**src/rtl/sw_addr_pkg.sv**
```systemverilog
`timescale 1ns/1ps
package sw_addr_pkg;

  localparam int unsigned CMD_W = 8;

  localparam logic [CMD_W-1:0] OP_READ     = 8'h33;
  localparam logic [CMD_W-1:0] OP_MATCH    = 8'h55;
  localparam logic [CMD_W-1:0] OP_SEARCH   = 8'hF0;
  localparam logic [CMD_W-1:0] OP_SKIP     = 8'hCC;
  localparam logic [CMD_W-1:0] OP_OD_SKIP  = 8'h3C;
  localparam logic [CMD_W-1:0] OP_OD_MATCH = 8'h69;

  typedef enum logic [2:0] {
    ST_LOCK,   // silent until next bus reset
    ST_CMD,    // collecting the addressing command byte
    ST_SEND,   // transmitting identity
    ST_CMP,    // comparing received identity
    ST_S_BIT,  // search: send identity bit
    ST_S_INV,  // search: send complement
    ST_S_DIR,  // search: read direction
    ST_OPEN    // addressed; memory stage unlocked
  } addr_st_t;

endpackage

```
**src/rtl/sw_byte_rx.sv**
```systemverilog
`timescale 1ns/1ps
module sw_byte_rx #(
  parameter int unsigned BYTE_W = 8
) (
  input  logic              clk,
  input  logic              rst,
  input  logic              clr,
  input  logic              bit_vld,
  input  logic              bit_in,
  output logic              byte_vld,
  output logic [BYTE_W-1:0] byte_o
);
  localparam int unsigned CNT_W = $clog2(BYTE_W);
  localparam logic [CNT_W-1:0] CNT_LAST = CNT_W'(BYTE_W - 1);

  logic [BYTE_W-1:0] shreg;
  logic [CNT_W-1:0]  cnt;
  logic [BYTE_W-1:0] shifted;

  // first bit on the wire ends up in bit 0
  assign shifted = {bit_in, shreg[BYTE_W-1:1]};

  always_ff @(posedge clk) begin
    if (rst || clr) begin
      shreg    <= '0;
      cnt      <= '0;
      byte_vld <= 1'b0;
      byte_o   <= '0;
    end else begin
      byte_vld <= 1'b0;
      if (bit_vld) begin
        shreg <= shifted;
        if (cnt == CNT_LAST) begin
          cnt      <= '0;
          byte_o   <= shifted;
          byte_vld <= 1'b1;
        end else begin
          cnt <= cnt + 1'b1;
        end
      end
    end
  end
endmodule

```
**src/rtl/sw_speed_ctl.sv**
```systemverilog
`timescale 1ns/1ps
module sw_speed_ctl (
  input  logic clk,
  input  logic rst,
  input  logic bus_reset,
  input  logic reset_std,
  input  logic od_set,
  output logic od_o
);
  always_ff @(posedge clk) begin
    if (rst) begin
      od_o <= 1'b0;
    end else if (bus_reset && reset_std) begin
      od_o <= 1'b0;
    end else if (od_set) begin
      od_o <= 1'b1;
    end
  end
endmodule

```
**src/rtl/sw_addr_fsm.sv**
```systemverilog
`timescale 1ns/1ps
module sw_addr_fsm
  import sw_addr_pkg::*;
#(
  parameter int unsigned ID_W = 64
) (
  input  logic             clk,
  input  logic             rst,
  input  logic             bus_reset,
  input  logic             slot,
  input  logic             slot_bit,
  input  logic [ID_W-1:0]  id,
  input  logic             byte_vld,
  input  logic [CMD_W-1:0] byte_in,
  output logic             rx_en,
  output logic             od_set,
  output logic             tx_en,
  output logic             tx_bit,
  output logic             grant
);
  localparam int unsigned IDX_W = $clog2(ID_W);
  localparam logic [IDX_W-1:0] IDX_LAST = IDX_W'(ID_W - 1);

  addr_st_t         st, nst;
  logic [IDX_W-1:0] idx, nidx;
  logic             last;
  logic             own_bit;

  assign last    = (idx == IDX_LAST);
  assign own_bit = id[idx];
  assign rx_en   = (st == ST_CMD) && slot && !bus_reset;

  always_comb begin
    nst    = st;
    nidx   = idx;
    od_set = 1'b0;
    if (bus_reset) begin
      nst  = ST_CMD;
      nidx = '0;
    end else begin
      unique case (st)
        ST_CMD: begin
          if (byte_vld) begin
            nidx = '0;
            case (byte_in)
              OP_READ:     nst = ST_SEND;
              OP_MATCH:    nst = ST_CMP;
              OP_SEARCH:   nst = ST_S_BIT;
              OP_SKIP:     nst = ST_OPEN;
              OP_OD_SKIP:  begin nst = ST_OPEN; od_set = 1'b1; end
              OP_OD_MATCH: begin nst = ST_CMP;  od_set = 1'b1; end
              default:     nst = ST_LOCK;
            endcase
          end
        end
        ST_SEND: begin
          if (slot) begin
            if (last) nst = ST_OPEN;
            else      nidx = idx + 1'b1;
          end
        end
        ST_CMP: begin
          if (slot) begin
            if (slot_bit != own_bit) nst = ST_LOCK;
            else if (last)           nst = ST_OPEN;
            else                     nidx = idx + 1'b1;
          end
        end
        ST_S_BIT: if (slot) nst = ST_S_INV;
        ST_S_INV: if (slot) nst = ST_S_DIR;
        ST_S_DIR: begin
          if (slot) begin
            if (slot_bit != own_bit) nst = ST_LOCK;
            else if (last)           nst = ST_OPEN;
            else begin
              nst  = ST_S_BIT;
              nidx = idx + 1'b1;
            end
          end
        end
        ST_LOCK, ST_OPEN: ;
        default: nst = ST_LOCK;
      endcase
    end
  end

  always_ff @(posedge clk) begin
    if (rst) begin
      st     <= ST_LOCK;
      idx    <= '0;
      tx_en  <= 1'b0;
      tx_bit <= 1'b0;
      grant  <= 1'b0;
    end else begin
      st     <= nst;
      idx    <= nidx;
      tx_en  <= (nst == ST_SEND) || (nst == ST_S_BIT) || (nst == ST_S_INV);
      tx_bit <= (nst == ST_S_INV) ? ~id[nidx] : id[nidx];
      grant  <= (nst == ST_OPEN);
    end
  end
endmodule

```
**src/rtl/sw_addr_layer.sv**
```systemverilog
`timescale 1ns/1ps
module sw_addr_layer
  import sw_addr_pkg::*;
#(
  parameter int unsigned ID_W = 64
) (
  input  logic            clk,
  input  logic            rst,
  input  logic            bus_reset_i,
  input  logic            reset_std_i,
  input  logic            slot_i,
  input  logic            slot_bit_i,
  input  logic [ID_W-1:0] id_i,
  output logic            tx_en_o,
  output logic            tx_bit_o,
  output logic            od_o,
  output logic            mem_grant_o
);
  logic             rx_en;
  logic             byte_vld;
  logic [CMD_W-1:0] cmd_byte;
  logic             od_set;

  sw_byte_rx #(.BYTE_W(CMD_W)) u_rx (
    .clk      (clk),
    .rst      (rst),
    .clr      (bus_reset_i),
    .bit_vld  (rx_en),
    .bit_in   (slot_bit_i),
    .byte_vld (byte_vld),
    .byte_o   (cmd_byte)
  );

  sw_addr_fsm #(.ID_W(ID_W)) u_fsm (
    .clk      (clk),
    .rst      (rst),
    .bus_reset(bus_reset_i),
    .slot     (slot_i),
    .slot_bit (slot_bit_i),
    .id       (id_i),
    .byte_vld (byte_vld),
    .byte_in  (cmd_byte),
    .rx_en    (rx_en),
    .od_set   (od_set),
    .tx_en    (tx_en_o),
    .tx_bit   (tx_bit_o),
    .grant    (mem_grant_o)
  );

  sw_speed_ctl u_speed (
    .clk      (clk),
    .rst      (rst),
    .bus_reset(bus_reset_i),
    .reset_std(reset_std_i),
    .od_set   (od_set),
    .od_o     (od_o)
  );
endmodule

```
**config.mk**
```make
export PLATFORM = sky130hd
export DESIGN_NAME = sw_addr_layer
export DESIGN_NICKNAME = d
export VERILOG_FILES = /design/src/rtl/sw_addr_pkg.sv /design/src/rtl/sw_byte_rx.sv /design/src/rtl/sw_speed_ctl.sv /design/src/rtl/sw_addr_fsm.sv /design/src/rtl/sw_addr_layer.sv
export SDC_FILE = /design/constraint.sdc
export NUM_CORES = 1
export LEC_CHECK = 0
export BUFFER_PORTS_ARGS = -buffer_cell sky130_fd_sc_hd__buf_2
export CAP_MARGIN = 20
export CELL_PAD_IN_SITES_DETAIL_PLACEMENT = 1
export CELL_PAD_IN_SITES_GLOBAL_PLACEMENT = 1
export CORE_UTILIZATION = 35
export CTS_CLUSTER_DIAMETER = 80
export CTS_CLUSTER_SIZE = 28
export DETAILED_ROUTE_END_ITERATION = 10
export PLACE_DENSITY = 0.74
export RECOVER_POWER = 50
export SYNTH_ARGS = -nofsm -noshare
export SYNTH_HDL_FRONTEND = slang
export SYNTH_SLANG_ARGS = --single-unit
```
**constraint.sdc**
```tcl
create_clock -name clk -period 4.2 [get_ports clk]
set_input_delay 0.84 -clock clk [delete_from_list [all_inputs] [get_ports clk]]
set_output_delay 0.84 -clock clk [all_outputs]
set_load 0.02 [all_outputs]
```
==> out/qor.yml <==
ys_seq_area_share_pct: 19.6
fin_area_mm2: 0.00400
synthArstFlopShare_pct: 0
crit_path_end_kind: "flip-flop"
period_needed_ps: 3990
grt-ovfl-total: 0
port_buffers: 73
nFillCells: 1126
fin_skew_ps: 5.78
start_util_pct: 36.7
synth_adder_area_share_pct: 1.15
power_density_mw_per_mm2: 222
area_growth_syn_to_layout_pct: 22.6
fin_nets: 570
synth-simple-area-share_pct: 23.6
grt_pass1_vias: 3765
htree_num_levels: 2
dpl_cell_area_mm2: 0.00390
setup_viol: 0
critPathRequiredTime_ps: 4380
setup_tns_ps: 0
p_leak_uw: 0.00151
num_io_pins: 74
muxShareOfSynthArea_pct: 23.1
fin_util_pct: 44.9
synth_nets: 486
worstSetupStartpoint: "slot_i"
dr_total_vias: 3616
die_area_mm2: 0.00971
cpPeakStageDelay_ps: 480
cp-start-kind: "input pin"
ir_drop_v: 0.000193
post-route-drc-count: 0
dr.pass1.iters: 7
grt_pass1_wl_um: 19000
drt-initial-drc-count: 176
die_x_um: 98.5
antenna_found_initial: 0
clock_latency_ps: 290
multi_input_comb_area_mm2: 0.00242
relSlewSlack_pct: 56.0
instances_no_fill: 606
core_mm2: 0.00889
path_max_fanout: 26
cts.clk_slew.worst_paths_ps: 70
avgSynthCellArea_um2: 7.89
numCtsBuffers: 5
rsz0062_at_grt: "no"
synth_top_area_share_pct: 19.6
ff_latch_area_um2: 643
slew_violations: 0
gp_congestion: 0.902
grt_usage_pct: 24.4
num_rows: 34
wirelength_um: 11800
synth_top_family_by_area: "compound AO/OA/AOI/OAI gates"
synth_warnings: 0
ys_types: 69
regToRegStartpoint: "u_fsm.idx[0]"
status: "completed"
synth_seq_cells: 32
synth_cells: 413
synth_edf_count: 0
max_cap_violations: 0
tightest_slew_ps: 660
synth_ff_type: "dfxtp_1"
syn_area_mm2: 0.00326
vias_per_cell: 5.97
clkSinkCount: 32
clockBufferDepth: 2
drtAntennaViolNets: 0
hold_start: "u_rx.cnt[2]"
final_layout_size_suffix_gt1_share_pct: 28.3
grt_max_degree: 27
placed_cells: 598
synthXorXnorAreaFrac_pct: 0.806
wl_per_cell_um: 19.4
hold_violations: 0
arrival_ps: 4160
p_total_uw: 887
ys_top_cells_by_area: "dfxtp_1, mux2i_1, nand2_1"
crit_slowest_cell: "clkbuf_1"
min_period_over_period_pct: 95.0
synth_compound_area_share_pct: 25.4
fmax_ghz: 0.251
num_antenna_cells: 0
cts_tree: "yes"
synth_area_leader_cell: "dfxtp_1"
critPathKind: "input pin to flip-flop"
die_y_um: 98.5
root_buffer: "clkbuf_8"
path_cells: "clkbuf_1 -> o21ai_1 -> nor3_1 -> a21oi_1 -> o21ai_0 -> a2bb2oi_1 -> o21ai_4 -> buf_12 -> mux2i_1 -> a221o_1 -> nand4_1 -> o22ai_1 -> nor3_2 -> mux2_4"
min_path_type: "flip-flop to flip-flop"
dp_hpwl_um: 9430
==> synthesized netlist by cell type, types with 5 or more instances <==
library cell / n
nand2_1: 56
mux2i_1: 44
a21oi_1: 35
dfxtp_1: 32
nor2_1: 29
clkbuf_1: 16
nand3_1: 16
nor3_1: 14
o21ai_0: 14
inv_1: 12
mux4_2: 9
o211ai_1: 8
nor2b_1: 6
and3_1: 5
mux2_2: 5
==> power breakdown <==
group | switching [µW] | total (µW) | internal, µW | leakage (µW)
sequential | 11.1 | 319 | 308 | 0.000260
clock | 120 | 296 | 176 | 0.0000552
combinational | 144 | 271 | 127 | 0.00120
total | 276 | 887 | 611 | 0.00151
==> sequential cells by signal (all words and copies together), names as in the netlist <==
register / count
u_fsm.st: 3
u_rx.cnt: 3
u_speed.od_o: 1
u_rx.byte_vld: 1
u_fsm.tx_en: 1
u_rx.byte_o: 8
u_fsm.tx_bit: 1
u_fsm.idx: 6
u_fsm.grant: 1
u_rx.shreg: 7
==> worst max-delay path, delay by kind of cell <==
kind                   cells  cell delay, ps
multiplexers               2             420
AO/OA/AOI/OAI              7            1610
buffers and inverters      2             710
AND/OR/NAND/NOR            3             570
==> layout make-up <==
cell class                 instances  area share (%)
clock buffer                       6            1.82
multi-input combinational        341            60.6
timing repair buffer             105            16.2
clock inverter                     2           0.877
tap                              108            3.38
sequential                        32            16.1
inverter                          12            1.13
==> metrics by stage <==
step | setup slack (ps) | hold slack, ps
4_1_cts | 134 | 463
5_1_grt | 25.8 | 484
6_report | 212 | 459
3_5_place_dp | -50.6 | 453
2_1_floorplan | 310 | 436
3_3_place_gp | -11.6 | 446
==> placed cells by master, fill, tap and decap left out, types with 4 or more instances in the layout <==
| cell | count |
|---|---|
| nand2_1 | 56 |
| a211o_1 | 4 |
| or2_2 | 4 |
| a21oi_1 | 35 |
| a221o_1 | 4 |
| clkbuf_8 | 5 |
| and3_1 | 5 |
| clkbuf_1 | 7 |
| o21ai_0 | 14 |
| nand3_1 | 16 |
| dfxtp_1 | 30 |
| o211ai_1 | 8 |
| a31oi_1 | 4 |
| inv_1 | 12 |
| a211oi_1 | 4 |
| mux4_2 | 9 |
| mux2_2 | 5 |
| buf_4 | 27 |
| buf_2 | 68 |
| mux2i_1 | 44 |
| nor2_1 | 29 |
| a22oi_1 | 4 |
| nor2b_1 | 6 |
| nor3_1 | 14 |
| buf_12 | 4 |
==> cell families (layout without fill, tap and decap cells) <==
family | count (synthesis) | in the layout
xor+xnor | 3 | 3
buf+inv | 40 | 125
mux | 62 | 62
fa+ha+maj | 3 | 3
compound gates | 116 | 116
simple gates | 157 | 157
flops | 32 | 32
==> layer usage <==
layer	part of all wire [%]	vias up	routed length (µm)	global-route usage, %
met2	48	83	5660	40.6
li1	-	1724	-	-
met4	1.6	0	184	5.86
met1	47	1788	5500	33.9
met3	3.7	21	435	2.48
met5	0	-	0	0
==> worst paths after layout <==
| kind | to | slack (ps) | cells after the start |
|---|---|---|---|
| min | u_rx.cnt[2] | 460 | 2 |
| min reg2reg | u_rx.cnt[2] | 460 | 2 |
| max | u_fsm.tx_bit | 210 | 14 |
| max reg2reg | u_fsm.tx_bit | 220 | 16 |
==> timing repair <==
item	in CTS	in global routing
gates resized for setup	0	1
setup endpoints to repair	0	1
setup buffers	0	0
hold buffers	0	0
hold endpoints to repair	0	0
Power figures use the tool's default switching activity.
